### src/rtl/sram_lane_pkg.sv
package sram_lane_pkg;

  typedef enum logic [2:0] {
    ST_IDLE  = 3'd0,
    ST_READ  = 3'd1,
    ST_WRITE = 3'd2,
    ST_HOLD  = 3'd3,
    ST_TURN  = 3'd4
  } ctrl_state_t;

  // Clock count covering a time limit, rounded up, at least one.
  function automatic int unsigned ns_to_cyc(input int unsigned t_ns, input int unsigned clk_ns);
    int unsigned c;
    c = (t_ns + clk_ns - 1) / clk_ns;
    return (c == 0) ? 1 : c;
  endfunction

  function automatic int unsigned max_u(input int unsigned a, input int unsigned b);
    return (a > b) ? a : b;
  endfunction

endpackage

### src/rtl/sram_wait_timer.sv
module sram_wait_timer #(
  parameter int unsigned CNT_W = 3
) (
  input  logic             clk,
  input  logic             rst_n,
  input  logic             load,
  input  logic [CNT_W-1:0] load_val,
  output logic             expired
);

  logic [CNT_W-1:0] cnt_q;

  always_ff @(posedge clk or negedge rst_n) begin
    if (!rst_n) begin
      cnt_q <= '0;
    end else if (load) begin
      cnt_q <= load_val;
    end else if (cnt_q != '0) begin
      cnt_q <= cnt_q - 1'b1;
    end
  end

  assign expired = (cnt_q == '0);

endmodule

### src/rtl/sram_lane_strobe.sv
module sram_lane_strobe #(
  parameter int unsigned LANES = 2
) (
  input  logic             active,
  input  logic [LANES-1:0] lane_en,
  output logic [LANES-1:0] strobe_n
);

  for (genvar g = 0; g < LANES; g++) begin : g_lane
    assign strobe_n[g] = ~(active & lane_en[g]);
  end

endmodule

### src/rtl/sram_data_path.sv
module sram_data_path #(
  parameter int unsigned DATA_W = 16,
  parameter int unsigned LANES  = 2
) (
  input  logic              clk,
  input  logic              rst_n,
  input  logic              drive,
  input  logic [DATA_W-1:0] wdata,
  input  logic              capture,
  input  logic [LANES-1:0]  lane_en,
  input  logic [DATA_W-1:0] dq_in,
  output logic [DATA_W-1:0] dq_out,
  output logic              dq_oe,
  output logic [DATA_W-1:0] rdata
);

  localparam int unsigned LANE_W = DATA_W / LANES;

  assign dq_out = wdata;
  assign dq_oe  = drive;

  for (genvar g = 0; g < LANES; g++) begin : g_cap
    always_ff @(posedge clk or negedge rst_n) begin
      if (!rst_n) begin
        rdata[g*LANE_W +: LANE_W] <= '0;
      end else if (capture) begin
        rdata[g*LANE_W +: LANE_W] <= lane_en[g] ? dq_in[g*LANE_W +: LANE_W] : '0;
      end
    end
  end

endmodule

### src/rtl/sram_lane_ctrl.sv
module sram_lane_ctrl
  import sram_lane_pkg::*;
#(
  parameter int unsigned ADDR_W   = 17,
  parameter int unsigned DATA_W   = 16,
  parameter int unsigned CLK_NS   = 20,
  parameter int unsigned T_RC_NS  = 70,
  parameter int unsigned T_AA_NS  = 70,
  parameter int unsigned T_ACE_NS = 70,
  parameter int unsigned T_DOE_NS = 35,
  parameter int unsigned T_BA_NS  = 35,
  parameter int unsigned T_HZ_NS  = 25,
  parameter int unsigned T_WP_NS  = 70,
  parameter int unsigned T_DS_NS  = 70,
  parameter int unsigned T_DH_NS  = 70
) (
  input  logic              clk,
  input  logic              rst_n,
  input  logic              req_valid,
  output logic              req_ready,
  input  logic              req_write,
  input  logic [ADDR_W-1:0] req_addr,
  input  logic [1:0]        req_be,
  input  logic [DATA_W-1:0] req_wdata,
  output logic              rsp_valid,
  output logic [DATA_W-1:0] rsp_rdata,
  output logic [ADDR_W-1:0] sram_addr,
  output logic              sram_ce_n,
  output logic              sram_oe_n,
  output logic              sram_we_n,
  output logic              sram_ub_n,
  output logic              sram_lb_n,
  output logic [DATA_W-1:0] sram_dq_out,
  output logic              sram_dq_oe,
  input  logic [DATA_W-1:0] sram_dq_in
);

  localparam int unsigned LANES  = 2;
  localparam int unsigned RD_CYC = max_u(max_u(max_u(ns_to_cyc(T_RC_NS, CLK_NS),
                                                     ns_to_cyc(T_AA_NS, CLK_NS)),
                                               max_u(ns_to_cyc(T_ACE_NS, CLK_NS),
                                                     ns_to_cyc(T_DOE_NS, CLK_NS))),
                                         ns_to_cyc(T_BA_NS, CLK_NS));
  localparam int unsigned WR_CYC = max_u(ns_to_cyc(T_WP_NS, CLK_NS), ns_to_cyc(T_DS_NS, CLK_NS));
  localparam int unsigned HD_CYC = ns_to_cyc(T_DH_NS, CLK_NS);
  localparam int unsigned TA_CYC = ns_to_cyc(T_HZ_NS, CLK_NS);
  localparam int unsigned MAX_CYC = max_u(max_u(RD_CYC, WR_CYC), max_u(HD_CYC, TA_CYC));
  localparam int unsigned CNT_W  = $clog2(MAX_CYC + 1);
  localparam logic [CNT_W-1:0] RD_LOAD = CNT_W'(RD_CYC - 1);
  localparam logic [CNT_W-1:0] WR_LOAD = CNT_W'(WR_CYC - 1);
  localparam logic [CNT_W-1:0] HD_LOAD = CNT_W'(HD_CYC - 1);
  localparam logic [CNT_W-1:0] TA_LOAD = CNT_W'(TA_CYC - 1);

  ctrl_state_t       state_q, state_d;
  logic [ADDR_W-1:0] addr_q;
  logic [LANES-1:0]  be_q;
  logic [DATA_W-1:0] wdata_q;
  logic              rsp_q, rsp_d;
  logic              tmr_load;
  logic [CNT_W-1:0]  tmr_val;
  logic              tmr_done;
  logic              capture;
  logic              accept;
  logic              selected;
  logic [LANES-1:0]  strobe_n;

  assign accept = req_valid && (state_q == ST_IDLE);

  // Phase sequencing
  always_comb begin
    state_d  = state_q;
    tmr_load = 1'b0;
    tmr_val  = '0;
    capture  = 1'b0;
    rsp_d    = 1'b0;
    unique case (state_q)
      ST_IDLE: begin
        if (req_valid) begin
          state_d  = req_write ? ST_WRITE : ST_READ;
          tmr_load = 1'b1;
          tmr_val  = req_write ? WR_LOAD : RD_LOAD;
        end
      end
      ST_READ: begin
        if (tmr_done) begin
          capture  = 1'b1;
          rsp_d    = 1'b1;
          state_d  = ST_TURN;
          tmr_load = 1'b1;
          tmr_val  = TA_LOAD;
        end
      end
      ST_WRITE: begin
        if (tmr_done) begin
          state_d  = ST_HOLD;
          tmr_load = 1'b1;
          tmr_val  = HD_LOAD;
        end
      end
      ST_HOLD: begin
        if (tmr_done) begin
          rsp_d   = 1'b1;
          state_d = ST_IDLE;
        end
      end
      ST_TURN: begin
        if (tmr_done) state_d = ST_IDLE;
      end
      default: state_d = ST_IDLE;
    endcase
  end

  always_ff @(posedge clk or negedge rst_n) begin
    if (!rst_n) begin
      state_q <= ST_IDLE;
      addr_q  <= '0;
      be_q    <= '0;
      wdata_q <= '0;
      rsp_q   <= 1'b0;
    end else begin
      state_q <= state_d;
      rsp_q   <= rsp_d;
      if (accept) begin
        addr_q  <= req_addr;
        be_q    <= req_be;
        wdata_q <= req_wdata;
      end
    end
  end

  sram_wait_timer #(.CNT_W(CNT_W)) u_timer (
    .clk      (clk),
    .rst_n    (rst_n),
    .load     (tmr_load),
    .load_val (tmr_val),
    .expired  (tmr_done)
  );

  assign selected = (state_q == ST_READ) || (state_q == ST_WRITE) || (state_q == ST_HOLD);

  sram_lane_strobe #(.LANES(LANES)) u_strobe (
    .active   (selected),
    .lane_en  (be_q),
    .strobe_n (strobe_n)
  );

  sram_data_path #(.DATA_W(DATA_W), .LANES(LANES)) u_data (
    .clk     (clk),
    .rst_n   (rst_n),
    .drive   (state_q == ST_WRITE),
    .wdata   (wdata_q),
    .capture (capture),
    .lane_en (be_q),
    .dq_in   (sram_dq_in),
    .dq_out  (sram_dq_out),
    .dq_oe   (sram_dq_oe),
    .rdata   (rsp_rdata)
  );

  assign req_ready = (state_q == ST_IDLE);
  assign rsp_valid = rsp_q;
  assign sram_addr = addr_q;
  assign sram_ce_n = ~selected;
  assign sram_oe_n = ~(state_q == ST_READ);
  assign sram_we_n = ~(state_q == ST_WRITE);
  assign sram_lb_n = strobe_n[0];
  assign sram_ub_n = strobe_n[1];

endmodule

### config.mk
export PLATFORM = sky130hd
export DESIGN_NAME = sram_lane_ctrl
export DESIGN_NICKNAME = d
export VERILOG_FILES = /design/src/rtl/sram_lane_pkg.sv /design/src/rtl/sram_wait_timer.sv /design/src/rtl/sram_lane_strobe.sv /design/src/rtl/sram_data_path.sv /design/src/rtl/sram_lane_ctrl.sv
export SDC_FILE = /design/constraint.sdc
export NUM_CORES = 1
export LEC_CHECK = 0
export CORE_MARGIN = 3
export CORE_UTILIZATION = 55
export DETAILED_ROUTE_END_ITERATION = 7
export DONT_BUFFER_PORTS = 1
export GPL_TIMING_DRIVEN = 0
export PLACE_DENSITY = 0.7
export SYNTH_ARGS = -nofsm -noshare
export SYNTH_HDL_FRONTEND = slang
export SYNTH_SLANG_ARGS = --single-unit
### constraint.sdc
create_clock -name clk -period 2.8 [get_ports clk]
set_clock_uncertainty 0.05 [all_clocks]
set_input_delay 0.28 -clock clk [delete_from_list [all_inputs] [get_ports clk]]
set_output_delay 0.28 -clock clk [all_outputs]
set_load 0.03 [all_outputs]
Yosys cells after proc, flatten, opt, wreduce, memory -nomap -nowiden
Cells that the tools add are included.

Bits of input ports: 55. Logic and storage cells: 54. Register bits: 58.

Eq/ne operators: 8. Reductions and logical operators: 11. Mux-type cells: 19. Bitwise logic cells: 7. $add $sub $neg: 1.

Operator list (number): 3-bit two-way mux (6); 8-bit two-way mux (2); 3-bit one-hot mux with 4 select lines (1); 3-bit by 2-bit equality test with 1-bit output (second input constant) (2); 3-bit zero test (2); 2-bit two-way mux (3); 2-bit one-hot mux with 3 select lines (1); 2-bit OR reduction (3); 1-bit two-way mux (5); 1-bit NOT (5); 2-bit by 1-bit inequality test with 1-bit output (second input constant) (2); 2-bit inequality test (second input constant) (2); 4-bit AND reduction (1); 3-bit by 1-bit equality test with 1-bit output (second input constant) (1); 3-bit equality test (second input constant) (1); 3-bit nonzero test (1); 3-bit by 1-bit subtractor with 3-bit output (second input constant) (1); 1-bit bitwise AND (2); 1-bit logical OR (2); 1-bit one-hot mux with 2 select lines (1); 2-bit nonzero test (1); 1-bit logical AND (1).

Logic depth before layout (Yosys ltp)
Gate-level depths: netlist of the first run.

Depth in word-level cells: 5. Gate-level depth with buffers: 7. Mapped depth without buffers: 6.

Hierarchy
A second synthesis of the first run with hierarchy kept.

Cell total of the unflattened synthesis: 218. Area total of the unflattened synthesis: 2577.5 um^2.

By module, submodules not included: sram_lane_ctrl (times used 1, area each 1594.0 um^2, cells each 109); sram_data_path (times used 1, area each 775.7 um^2, cells each 86); sram_wait_timer (times used 1, area each 200.2 um^2, cells each 21); sram_lane_strobe (times used 1, area each 7.5 um^2, cells each 2).

Least setup slack after synthesis of the first run
OpenSTA, ideal clock, no wires.

Path kind: flip-flop to output port. Start point: reg state_q[0]. End point: out req_ready. Buffers on the path: 1. Arrival: 1.271 ns. Cell stages (with the launch flop): 3. Required time: 2.470 ns. Slack: 1.199 ns. Cells stage by stage: dfrtp_1 buf_2 nor3_1.

Word-level cells in the longest chain between the ends: 1.

Ends and longest elaborated chain: from (decl) (RTL line sram_lane_ctrl.sv:54) `ctrl_state_t state_q, state_d;`; from (signal assigned) (RTL line sram_lane_ctrl.sv:121) `state_q <= state_d;`; 3-bit zero test (RTL line sram_lane_ctrl.sv:160) `assign req_ready = (state_q == ST_IDLE);`; to (decl) (RTL line sram_lane_ctrl.sv:20) `output logic req_ready,`.

Every way passes these cells.

Final worst setup path of the first run
Ends and elaborated chain as after synthesis.

==> results of run 1 <==
==> cell type report <==
class / instances / area share [%]
flip-flops and latches: 58 / 51.5
plain buffers: 13 / 4.13
multi-input cells: 116 / 33.0
clock inverters: 2 / 1.24
clock buffers: 14 / 5.77
repair buffers: 2 / 1.33
well taps: 50 / 2.22
inverters: 6 / 0.799
==> stage by stage <==
stage	util (%)	setup WS, ns	hold WS [ns]
after floorplan	-	1.20	-0.0656
after CTS	67.1	0.770	0.0389
after global placement	61.5	1.13	-0.0643
after global routing	67.1	0.684	0.0307
after detailed placement	61.5	1.04	-0.0643
final	67.1	0.787	0.0553
==> metal layers <==
layer | track usage (%) | vias up
met5 | 0 | -
met4 | 9.66 | 0
met3 | 8.89 | 8
met2 | 30.7 | 91
met1 | 21.2 | 729
li1 | - | 679
==> sequential cells by signal, summed over array words and instances (netlist names) <==
register / flops
u_data.rdata: 16
rsp_valid: 1
wdata_q: 16
u_timer.cnt_q: 3
sram_addr: 17
state_q: 3
be_q: 2
==> Yosys cell counts <==
master | n | share of area [%]
a21o_1 | 1 | 0.30
or3_1 | 1 | 0.25
mux2_2 | 8 | 3.6
buf_12 | 3 | 2.4
o21ba_2 | 1 | 0.40
a32oi_1 | 1 | 0.35
buf_6 | 2 | 0.89
or3b_2 | 2 | 0.70
nor4b_4 | 1 | 0.94
dfrtp_1 | 58 | 58
ha_1 | 2 | 0.99
nor3b_1 | 1 | 0.30
mux2_4 | 28 | 17
buf_1 | 2 | 0.30
a221oi_1 | 1 | 0.35
nor3_1 | 3 | 0.60
buf_2 | 3 | 0.60
o21ai_0 | 17 | 3.4
nor2_1 | 5 | 0.74
nand4bb_1 | 1 | 0.45
nand2_1 | 36 | 5.4
a21oi_1 | 6 | 1.2
clkbuf_1 | 3 | 0.45
a2bb2oi_1 | 1 | 0.35
inv_1 | 6 | 0.89
==> logic make-up (layout without fill, tap and decap cells) <==
family          Yosys count  after routing  share of synthesized area [%]
flops                    58             58                           57.6
buf+inv                  19             37                           5.51
compound gates           28             28                           6.31
mux                      36             36                           20.3
simple gates             50             50                           9.33
fa+ha+maj                 2              2                          0.993
==> power by group through the flow <==
| stage | sequential, W | combinational [W] | clock [W] |
|---|---|---|---|
| 2_1_floorplan | 0.00219 | 0.000937 | 0 |
| 3_3_place_gp | 0.00228 | 0.00103 | 0 |
| 3_5_place_dp | 0.00229 | 0.00108 | 0 |
| 4_1_cts | 0.00228 | 0.00111 | 0.000771 |
| 5_1_grt | 0.00233 | 0.00122 | 0.000811 |
| 6_report | 0.00228 | 0.00109 | 0.000749 |
==> worst max-delay path: stages, from the launching register on <==
cell and delay, ns:
dfrtp_1 0.43, buf_2 0.20, nor3_1 0.74
==> worst paths after layout <==
| path | cells past startpoint | endpoint | slack (ns) | startpoint |
|---|---|---|---|---|
| min in group asynchronous | 2 | sram_addr[4] | 0.45 | rst_n |
| max in group asynchronous | 2 | sram_addr[12] | 2.02 | rst_n |
| setup reg to reg | 7 | u_data.rdata[10] | 1.06 | u_timer.cnt_q[0] |
| setup / recovery | 2 | req_ready | 0.79 | state_q[0] |
| hold / removal | 2 | u_data.rdata[5] | 0.06 | sram_dq_in[5] |
| hold reg to reg | 2 | u_timer.cnt_q[1] | 0.48 | u_timer.cnt_q[1] |
==> reports/metrics.csv, run 1 <==
stage,metric,value,unit
status,outcome,finished clean,
grt,grt_pass1_wl,7740,µm
sta,finalHoldViolCount,0,
sta,final_max_slew_viol_count,0,
clock_tree,cts_tree,yes,
clock_tree,cts_max_path_buffers,2,
drt,route.vias.total,1507,
clock_tree,clk_pin_slew,0.06,ns
die,ios,112,
drt,dr.pass1.iters,4,
placed_design,place_hpwl,3600,µm
power_and_ir_drop,switching_share,44.9,%
logic_synthesis,syn_avg_cell_area,13.1,µm²
drt,wl_met2,2520,µm
die,initial_utilization,60.0,%
clock_tree,cts_made_buffers,9,
cells_and_area,stdcell_area,2820,µm²
die,die_h,73.7,µm
drt,routed.top_layer,met4,
cells_and_area,antennaDiodeCount,0,
cells_and_area,final_cells,261,
clock_tree,clockRootBuffer,clkbuf_8,
cells_and_area,multiInputGateArea,930,µm²
drt,first_iter_violations,45,
power_and_ir_drop,clkPwrFrac,18.2,%
sta,setup_viol,0,
logic_synthesis,ys_seq_area_share,57.6,%
logic_synthesis,synth_cell_types,25,
die,rows,23,
logic_synthesis,syn-num-nets,250,
worst_setup_path,critPathKind,reg2out,
logic_synthesis,ys_ff_latch,58,
cells_and_area,final_common_cell,dfrtp_1,
power_and_ir_drop,power,0.00412,W
placed_design,gp_congestion,0.736,
drt,wire_per_inst,19.2,µm
sta,tightestPinTransition,0.901,ns
drt,wirelength,5020,µm
cells_and_area,fillCellCount,301,
clock_tree,htree_levels,3,
power_and_ir_drop,pwr-share-comb,26.6,%
worst_setup_path,crit_arrival,1.68,ns
drt,detail-route-antenna-nets,0,
sta,tns,0,ns
clock_tree,ctsResizeCount,0,
cells_and_area,areaGrowthSynthToFinish,11.8,%
cells_and_area,layout_common_cells,"58 x dfrtp_1, 36 x nand2_1, 28 x mux2_4, 17 x o21ai_0, 11 x clkbuf_8",
drt,wl_met3,643,µm
worst_setup_path,crit_fanout,10,
clock_tree,post_cts_buffers,0,
drt,drcViolationCount,0,
power_and_ir_drop,p_int,0.00227,W
cells_and_area,nets,263,
placed_design,place_area,2580,µm²
cells_and_area,drive_gt1_share,29.4,%
clock_tree,clock_sinks,58,
flow_run,maxCapViolCount,0,
logic_synthesis,synth_warnings,0,
placed_design,port_buffers,0,
worst_hold_path,worstHoldPathType,in2reg,
grt,antenna_found_initial,0,
grt,grt_pass1_vias,1571,
sta,relSlewSlack,39.4,%
clock_tree,ctsHoldBuffers,2,
worst_setup_path,crit_required,2.47,ns
sta,layout_min_cycle_time,2.01,ns
logic_synthesis,netlist_instances,193,
die,die_area,5430,µm²
power_and_ir_drop,p_seq_share,55.3,%
grt,grt_max_degree,59,
die,core-area,4200,µm²
power_and_ir_drop,peakVddDrop,0.000784,V
sta,finalCritPeriodShare,71.9,%
sta,fmax,0.497,GHz
power_and_ir_drop,switchingPower,0.00185,W
placed_design,dp_cells,243,
clock_tree,clock_latency,0.31,ns
drt,via_per_inst,5.77,
logic_synthesis,synthesis.area,2520,µm²
power_and_ir_drop,p_leak,1.31,nW
worst_setup_path,endpoint_kind,primary output,
sta,rsz0062_at_grt,no,
drt,wl_met1,1770,µm
cells_and_area,seq_area,1450,µm²
grt,grt-ovfl-total,0,
power_and_ir_drop,power.density,1460,nW/µm²
die,die_width,73.7,µm
worst_setup_path,cp-start-kind,flip-flop,
grt,track_usage,19.1,%
Note: power is estimated with default switching activity, not from simulation.
==> run 2: changes to the inputs <==
--- a/config.mk
+++ b/config.mk
@@ -10,7 +10,7 @@
 export DETAILED_ROUTE_END_ITERATION = 7
 export DONT_BUFFER_PORTS = 1
 export GPL_TIMING_DRIVEN = 0
-export PLACE_DENSITY = 0.7
+export PLACE_DENSITY = 0.73
 export SYNTH_ARGS = -nofsm -noshare
 export SYNTH_HDL_FRONTEND = slang
 export SYNTH_SLANG_ARGS = --single-unit
==> constraint.sdc (replaced) <==
create_clock -name clk -period 1.7 [get_ports clk]
set_clock_uncertainty 0.05 [all_clocks]
set_input_delay 0.17 -clock clk [delete_from_list [all_inputs] [get_ports clk]]
set_output_delay 0.17 -clock clk [all_outputs]
set_load 0.03 [all_outputs]
==> run 2 against run 1 <==
Worst setup slack got worse by 0.73 ns; die area unchanged; utilization increased by 16 points; wire length increased by 32%; hold slack improved by 0.0075 ns; critical endpoint unchanged; sequential share of layout area decreased by 10 points.
==> reports/metrics.csv, run 2 (same netlist as run 1, synthesis figures left out) <==
stage,metric,value,unit,change
placed_design,place_hpwl,3760,µm,was 3600 µm
cells_and_area,final_common_cell,dfrtp_1,,unchanged
worst_setup_path,crit_required,1.48,ns,was 2.47 ns
power_and_ir_drop,power.density,2130,nW/µm²,was 1460 nW/µm²
grt,grt_pass1_vias,1978,,was 1571
worst_setup_path,cp-start-kind,flip-flop,,unchanged
die,die_area,5430,µm²,unchanged
sta,setup_viol,0,,unchanged
worst_setup_path,crit_arrival,1.42,ns,was 1.68 ns
power_and_ir_drop,power,0.00745,W,was 0.00412 W
power_and_ir_drop,p_leak,1.59,nW,was 1.31 nW
grt,track_usage,24.6,%,was 19.1%
cells_and_area,largest_reg_flops,17,,unchanged
cells_and_area,areaGrowthSynthToFinish,38.9,%,was 11.8%
die,die_h,73.7,µm,unchanged
die,initial_utilization,60.0,%,unchanged
drt,detail-route-antenna-nets,0,,unchanged
worst_hold_path,worstHoldPathType,in2reg,,unchanged
drt,wirelength,6620,µm,was 5020 µm
die,die_width,73.7,µm,unchanged
sta,layout_setup_ws,0.0584,ns,was 0.787 ns
drt,first_iter_violations,124,,was 45
power_and_ir_drop,peakVddDrop,0.00127,V,was 0.000784 V
clock_tree,cts_made_buffers,9,,unchanged
drt,wire_per_inst,20.8,µm,was 19.2 µm
worst_setup_path,crit_fanout,10,,unchanged
grt,antenna_found_initial,0,,unchanged
sta,finalHoldViolCount,0,,unchanged
drt,via_per_inst,5.70,,was 5.77
sta,tns,0,ns,unchanged
sta,final_max_slew_viol_count,0,,unchanged
cells_and_area,antennaDiodeCount,0,,unchanged
cells_and_area,nets,320,,was 263
worst_setup_path,crit_path_start,state_q[0],,unchanged
worst_setup_path,endpoint_kind,primary output,,unchanged
sta,layout_min_cycle_time,1.64,ns,
sta,fin_hold_ws,0.0628,ns,was 0.0553 ns
placed_design,gp_congestion,0.793,,was 0.736
die,core-area,4200,µm²,unchanged
drt,route.vias.total,1813,,was 1507
drt,dr.pass1.iters,4,,unchanged
worst_hold_path,hp-start,req_valid,,was sram_dq_in[5]
clock_tree,cts_tree,yes,,unchanged
status,outcome,finished clean,,unchanged
cells_and_area,layout_common_cells,"56 x dfrtp_1, 53 x dlygate4sd3_1, 33 x nand2_1, 28 x mux2_4, 13 x o21ai_0",,"was 58 x dfrtp_1, 36 x nand2_1, 28 x mux2_4, 17 x o21ai_0, 11 x clkbuf_8"
clock_tree,clockRootBuffer,clkbuf_8,,unchanged
worst_setup_path,critPathKind,reg2out,,unchanged
flow_run,maxCapViolCount,0,,unchanged
grt,grt_pass1_wl,9850,µm,was 7740 µm
sta,relSlewSlack,63.9,%,was 39.4%
clock_tree,clock_sinks,58,,unchanged
clock_tree,htree_levels,3,,unchanged
drt,drcViolationCount,0,,unchanged
sta,tightestPinTransition,0.539,ns,was 0.901 ns
grt,grt-ovfl-total,0,,unchanged
clock_tree,clk_pin_slew,0.06,ns,about the same
sta,fmax,0.609,GHz,
cells_and_area,fillCellCount,222,,was 301
placed_design,port_buffers,0,,unchanged
die,rows,23,,unchanged
placed_design,place_ws,-0.0659,ns,was 1.04 ns
sta,finalCritPeriodShare,96.6,%,
grt,grt_max_degree,59,,unchanged
clock_tree,clock_latency,0.32,ns,was 0.31 ns
clock_tree,cts_max_path_buffers,2,,unchanged
worst_setup_path,reg2reg_from,state_q[2],,was u_timer.cnt_q[0]
die,ios,112,,unchanged
cells_and_area,drive_gt1_share,31.3,%,was 29.4%
-- run 2: changes by cell type in the layout (fill, tap and decap cells not counted), moves of 3 or more --
cell,before,now
dlygate4sd3_1,1,53
buf_4,0,5
clkbuf_1,6,1
o21ai_0,17,13
o21ai_1,0,4
clkbuf_4,0,3
nand2_1,36,33
nand2_2,0,3
-- run 2: worst paths after layout --
path,end,slack (ns),cells after the start
min in group asynchronous,u_data.rdata[11],0.31,2
setup reg to reg,wdata_q[12],0.08,5
hold / removal,u_timer.cnt_q[1],0.06,3
setup / recovery,req_ready,0.06,2
hold reg to reg,u_timer.cnt_q[1],0.50,2
max in group asynchronous,state_q[0],1.02,2
-- run 2: worst max-delay path, stage by stage, from the launching register on --
cell     delay, ns
dfrtp_2       0.45
buf_4         0.19
nor3_2        0.46
-- run 2: area by class of cell --
class	count	area (µm²)	share of cell area (%)
Timing Repair Buffer	59	626	17.9
Clock buffer	10	128	3.65
Sequential cell	58	1450	41.5
Clock inverter	6	105	3.00
Multi-Input combinational cell	116	968	27.7
Tap cell	50	62.6	1.79
Inverter	6	25.0	0.715
Buffer	13	133	3.79
-- run 2: routing by layer --
metal,global-route usage [%],up-vias,part of all wire (%)
met2,41.8,105,52
met5,0,-,0
met4,13.1,0,3.2
met3,6.70,24,8.1
li1,-,795,-
met1,28.0,889,37
-- run 2: where the power goes --
part / total [W] / internal, W / switching [W]
logic: 0.00213 / 0.00112 / 0.00101
clock network: 0.00151 / 0.000967 / 0.000542
registers: 0.00381 / 0.00205 / 0.00176
total: 0.00745 / 0.00414 / 0.00332
-- run 2: timing repair --
action                                  in CTS  in global routing
setup buffers                                0                  4
endpoints found under the hold margin      110                  0
resized for setup                            8                 23
hold buffers                                54                  0
gates cloned                                 0                  1
pin swaps                                    0                  2
endpoints found under the setup margin      19                 52
-- run 2: metrics by stage --
stage | cell area [µm²] | std cells | utilization [%]
after floorplan | 2520 | 193 | -
after global placement | 2580 | 243 | 61.5
after detailed placement | 2580 | 243 | 61.5
after CTS | 3390 | 313 | 80.7
after global routing | 3500 | 318 | 83.3
final | 3500 | 318 | 83.3
==> run 3: changes to the inputs <==
--- a/config.mk
+++ b/config.mk
@@ -5,12 +5,14 @@
 export SDC_FILE = /design/constraint.sdc
 export NUM_CORES = 1
 export LEC_CHECK = 0
-export CORE_MARGIN = 3
-export CORE_UTILIZATION = 55
+export CELL_PAD_IN_SITES_DETAIL_PLACEMENT = 1
+export CELL_PAD_IN_SITES_GLOBAL_PLACEMENT = 1
+export CORE_MARGIN = 2
+export CORE_UTILIZATION = 43
 export DETAILED_ROUTE_END_ITERATION = 7
 export DONT_BUFFER_PORTS = 1
 export GPL_TIMING_DRIVEN = 0
-export PLACE_DENSITY = 0.73
+export PLACE_DENSITY_LB_ADDON = 0.1
 export SYNTH_ARGS = -nofsm -noshare
 export SYNTH_HDL_FRONTEND = slang
 export SYNTH_SLANG_ARGS = --single-unit
==> run 3 against run 2 <==
Count of clock-buffer cells in the layout is 2 higher; die area is 19% higher; sequential power hardly changed; via count is 3.3% lower; wire length hardly changed; sequential cell count stayed put; largest cell class unchanged; largest power group unchanged.
==> reports/metrics.csv, run 3 (same netlist as run 1, synthesis figures left out) <==
stage,metric,value,unit,change
die,rows,27,,was 23
cells_and_area,antennaDiodeCount,0,,unchanged
sta,finalCritPeriodShare,97.8,%,was 96.6%
sta,finalHoldViolCount,0,,unchanged
worst_hold_path,worstHoldPathType,in2reg,,unchanged
worst_setup_path,crit_chain,buf_4 -> nor3_2,,unchanged
cells_and_area,layout_common_cells,"56 x dfrtp_1, 53 x dlygate4sd3_1, 33 x nand2_1, 28 x mux2_4, 14 x o21ai_0",,"was 56 x dfrtp_1, 53 x dlygate4sd3_1, 33 x nand2_1, 28 x mux2_4, 13 x o21ai_0"
sta,rsz0062_at_grt,yes,,
drt,drcViolationCount,0,,unchanged
drt,dr.pass1.iters,4,,unchanged
power_and_ir_drop,p_int,0.00387,W,was 0.00414 W
clock_tree,cts_tree,yes,,unchanged
power_and_ir_drop,peakVddDrop,0.00109,V,was 0.00127 V
clock_tree,clock_sinks,58,,unchanged
worst_setup_path,critPathKind,reg2out,,unchanged
clock_tree,clockRootBuffer,clkbuf_8,,unchanged
drt,detail-route-antenna-nets,0,,unchanged
cells_and_area,drive_gt1_share,30.2,%,was 31.3%
cells_and_area,fillCellCount,520,,was 222
power_and_ir_drop,switching_share,45.8,%,was 44.5%
sta,layout_min_cycle_time,1.66,ns,was 1.64 ns
placed_design,port_buffers,0,,unchanged
die,die_width,80.6,µm,was 73.7 µm
drt,first_iter_violations,38,,was 124
worst_setup_path,crit_fanout,10,,unchanged
clock_tree,clk_pin_slew,0.06,ns,about the same
sta,relSlewSlack,63.8,%,was 63.9%
worst_setup_path,critPathSlowestCell,nor3_2,,unchanged
clock_tree,htree_levels,3,,unchanged
status,outcome,finished clean,,unchanged
grt,grt_max_degree,59,,unchanged
drt,via_per_inst,5.20,,was 5.70
placed_design,gp_congestion,0.767,,was 0.793
cells_and_area,largest_reg_flops,17,,unchanged
power_and_ir_drop,power.density,2060,nW/µm²,was 2130 nW/µm²
cells_and_area,stdcell_area,3460,µm²,was 3500 µm²
grt,grt_pass1_vias,1879,,was 1978
die,core-area,5570,µm²,was 4200 µm²
worst_setup_path,crit_required,1.48,ns,about the same
power_and_ir_drop,p_seq_share,53.1,%,was 51.1%
drt,wirelength,6610,µm,was 6620 µm
clock_tree,cts_max_path_buffers,2,,unchanged
sta,setup_viol,0,,unchanged
clock_tree,clock_latency,0.33,ns,was 0.32 ns
placed_design,place_area,2610,µm²,was 2580 µm²
worst_setup_path,cp-start-kind,flip-flop,,unchanged
grt,grt_pass1_wl,10200,µm,was 9850 µm
power_and_ir_drop,switchingPower,0.00327,W,was 0.00332 W
grt,antenna_found_initial,0,,unchanged
cells_and_area,final_common_cell,dfrtp_1,,unchanged
die,die_area,6490,µm²,was 5430 µm²
power_and_ir_drop,p_leak,1.56,nW,was 1.59 nW
worst_setup_path,crit_arrival,1.44,ns,was 1.42 ns
sta,final_max_slew_viol_count,0,,unchanged
flow_run,maxCapViolCount,0,,unchanged
drt,wire_per_inst,19.6,µm,was 20.8 µm
die,initial_utilization,45.2,%,was 60.0%
clock_tree,cts_made_buffers,9,,unchanged
power_and_ir_drop,clkPwrFrac,17.3,%,was 20.2%
cells_and_area,nets,318,,was 320
placed_design,place_hpwl,4040,µm,was 3760 µm
die,ios,112,,unchanged
cells_and_area,areaGrowthSynthToFinish,37.3,%,was 38.9%
grt,track_usage,21.5,%,was 24.6%
sta,tightestPinTransition,0.540,ns,was 0.539 ns
die,die_h,80.6,µm,was 73.7 µm
sta,tns,0,ns,unchanged
grt,grt-ovfl-total,0,,unchanged
worst_setup_path,endpoint_kind,primary output,,unchanged
sta,fmax,0.601,GHz,was 0.609 GHz
power_and_ir_drop,pwr-share-comb,29.6,%,was 28.6%
drt,route.vias.total,1754,,was 1813
worst_setup_path,cp_slowest_stage_delay,0.47,ns,was 0.46 ns
[run 3: cell types whose count changed in the layout (fill, tap and decap cells not counted), sizes merged]
cell | previous run | this run
clkinv | 3 | 2
bufinv | 3 | 1
[run 3: worst paths after layout]
kind / slack (ns) / depth (start not counted) / end / startpoint
max in group asynchronous: 1.02 / 2 / state_q[1] / rst_n
setup / recovery: 0.04 / 2 / req_ready / state_q[0]
setup reg to reg: 0.06 / 5 / sram_addr[9] / state_q[2]
min in group asynchronous: 0.32 / 2 / wdata_q[10] / rst_n
hold reg to reg: 0.49 / 2 / u_timer.cnt_q[1] / u_timer.cnt_q[1]
hold / removal: 0.07 / 3 / u_timer.cnt_q[1] / req_valid
[run 3: worst max-delay path: cells and delay by family, from the launching register on]
family        cells  cell delay [ns]
simple gates      1             0.47
flops             1             0.46
buf+inv           1             0.19
[run 3: area by class of cell]
type	count	area, µm²	share of cell area [%]
plain buffers	13	135	3.90
clock buffers	12	145	4.19
clock inverters	3	40.0	1.16
inverters	6	25.0	0.723
multi-input cells	116	978	28.3
flip-flops and latches	58	1450	42.0
well taps	72	90.1	2.60
repair buffers	57	593	17.1
[run 3: metal layers]
layer  vias to the layer above  track usage (%)  routed length, µm
met5                         -                0                  0
met4                         0             8.47                101
met3                        11             7.53                473
met2                        76             37.3               3480
met1                       879             24.2               2560
li1                        788                -                  -
[run 3: power by group through the flow]
stage / clock, W / combinational (W) / sequential [W]
detailed placement: 0 / 0.00182 / 0.00379
global placement: 0 / 0.00170 / 0.00375
global route: 0.00133 / 0.00231 / 0.00387
floorplan: 0 / 0.00154 / 0.00361
CTS: 0.00126 / 0.00205 / 0.00379
finish: 0.00123 / 0.00211 / 0.00379
[run 3: timing repair]
action / 4_1_cts / 5_1_grt
pin swaps: 0 / 0
hold buffers: 54 / 0
setup endpoints to repair: 22 / 44
endpoints found under the hold margin: 110 / 0
buffers inserted: 0 / 3
resized for setup: 21 / 9
[run 3: per-stage QoR]
stage / instances / setup WS (ns) / total power (W) / utilization, % / hold WS [ns]
finish: 337 / 0.0366 / 0.00714 / 62.1 / 0.0660
global route: 337 / -0.0177 / 0.00751 / 62.1 / 0.0656
CTS: 334 / 0.0174 / 0.00710 / 61.2 / 0.0580
detailed placement: 265 / -0.262 / 0.00561 / 46.8 / -0.174
global placement: 265 / -0.0630 / 0.00545 / 46.8 / -0.174
floorplan: 193 / 0.140 / 0.00516 / - / -0.176
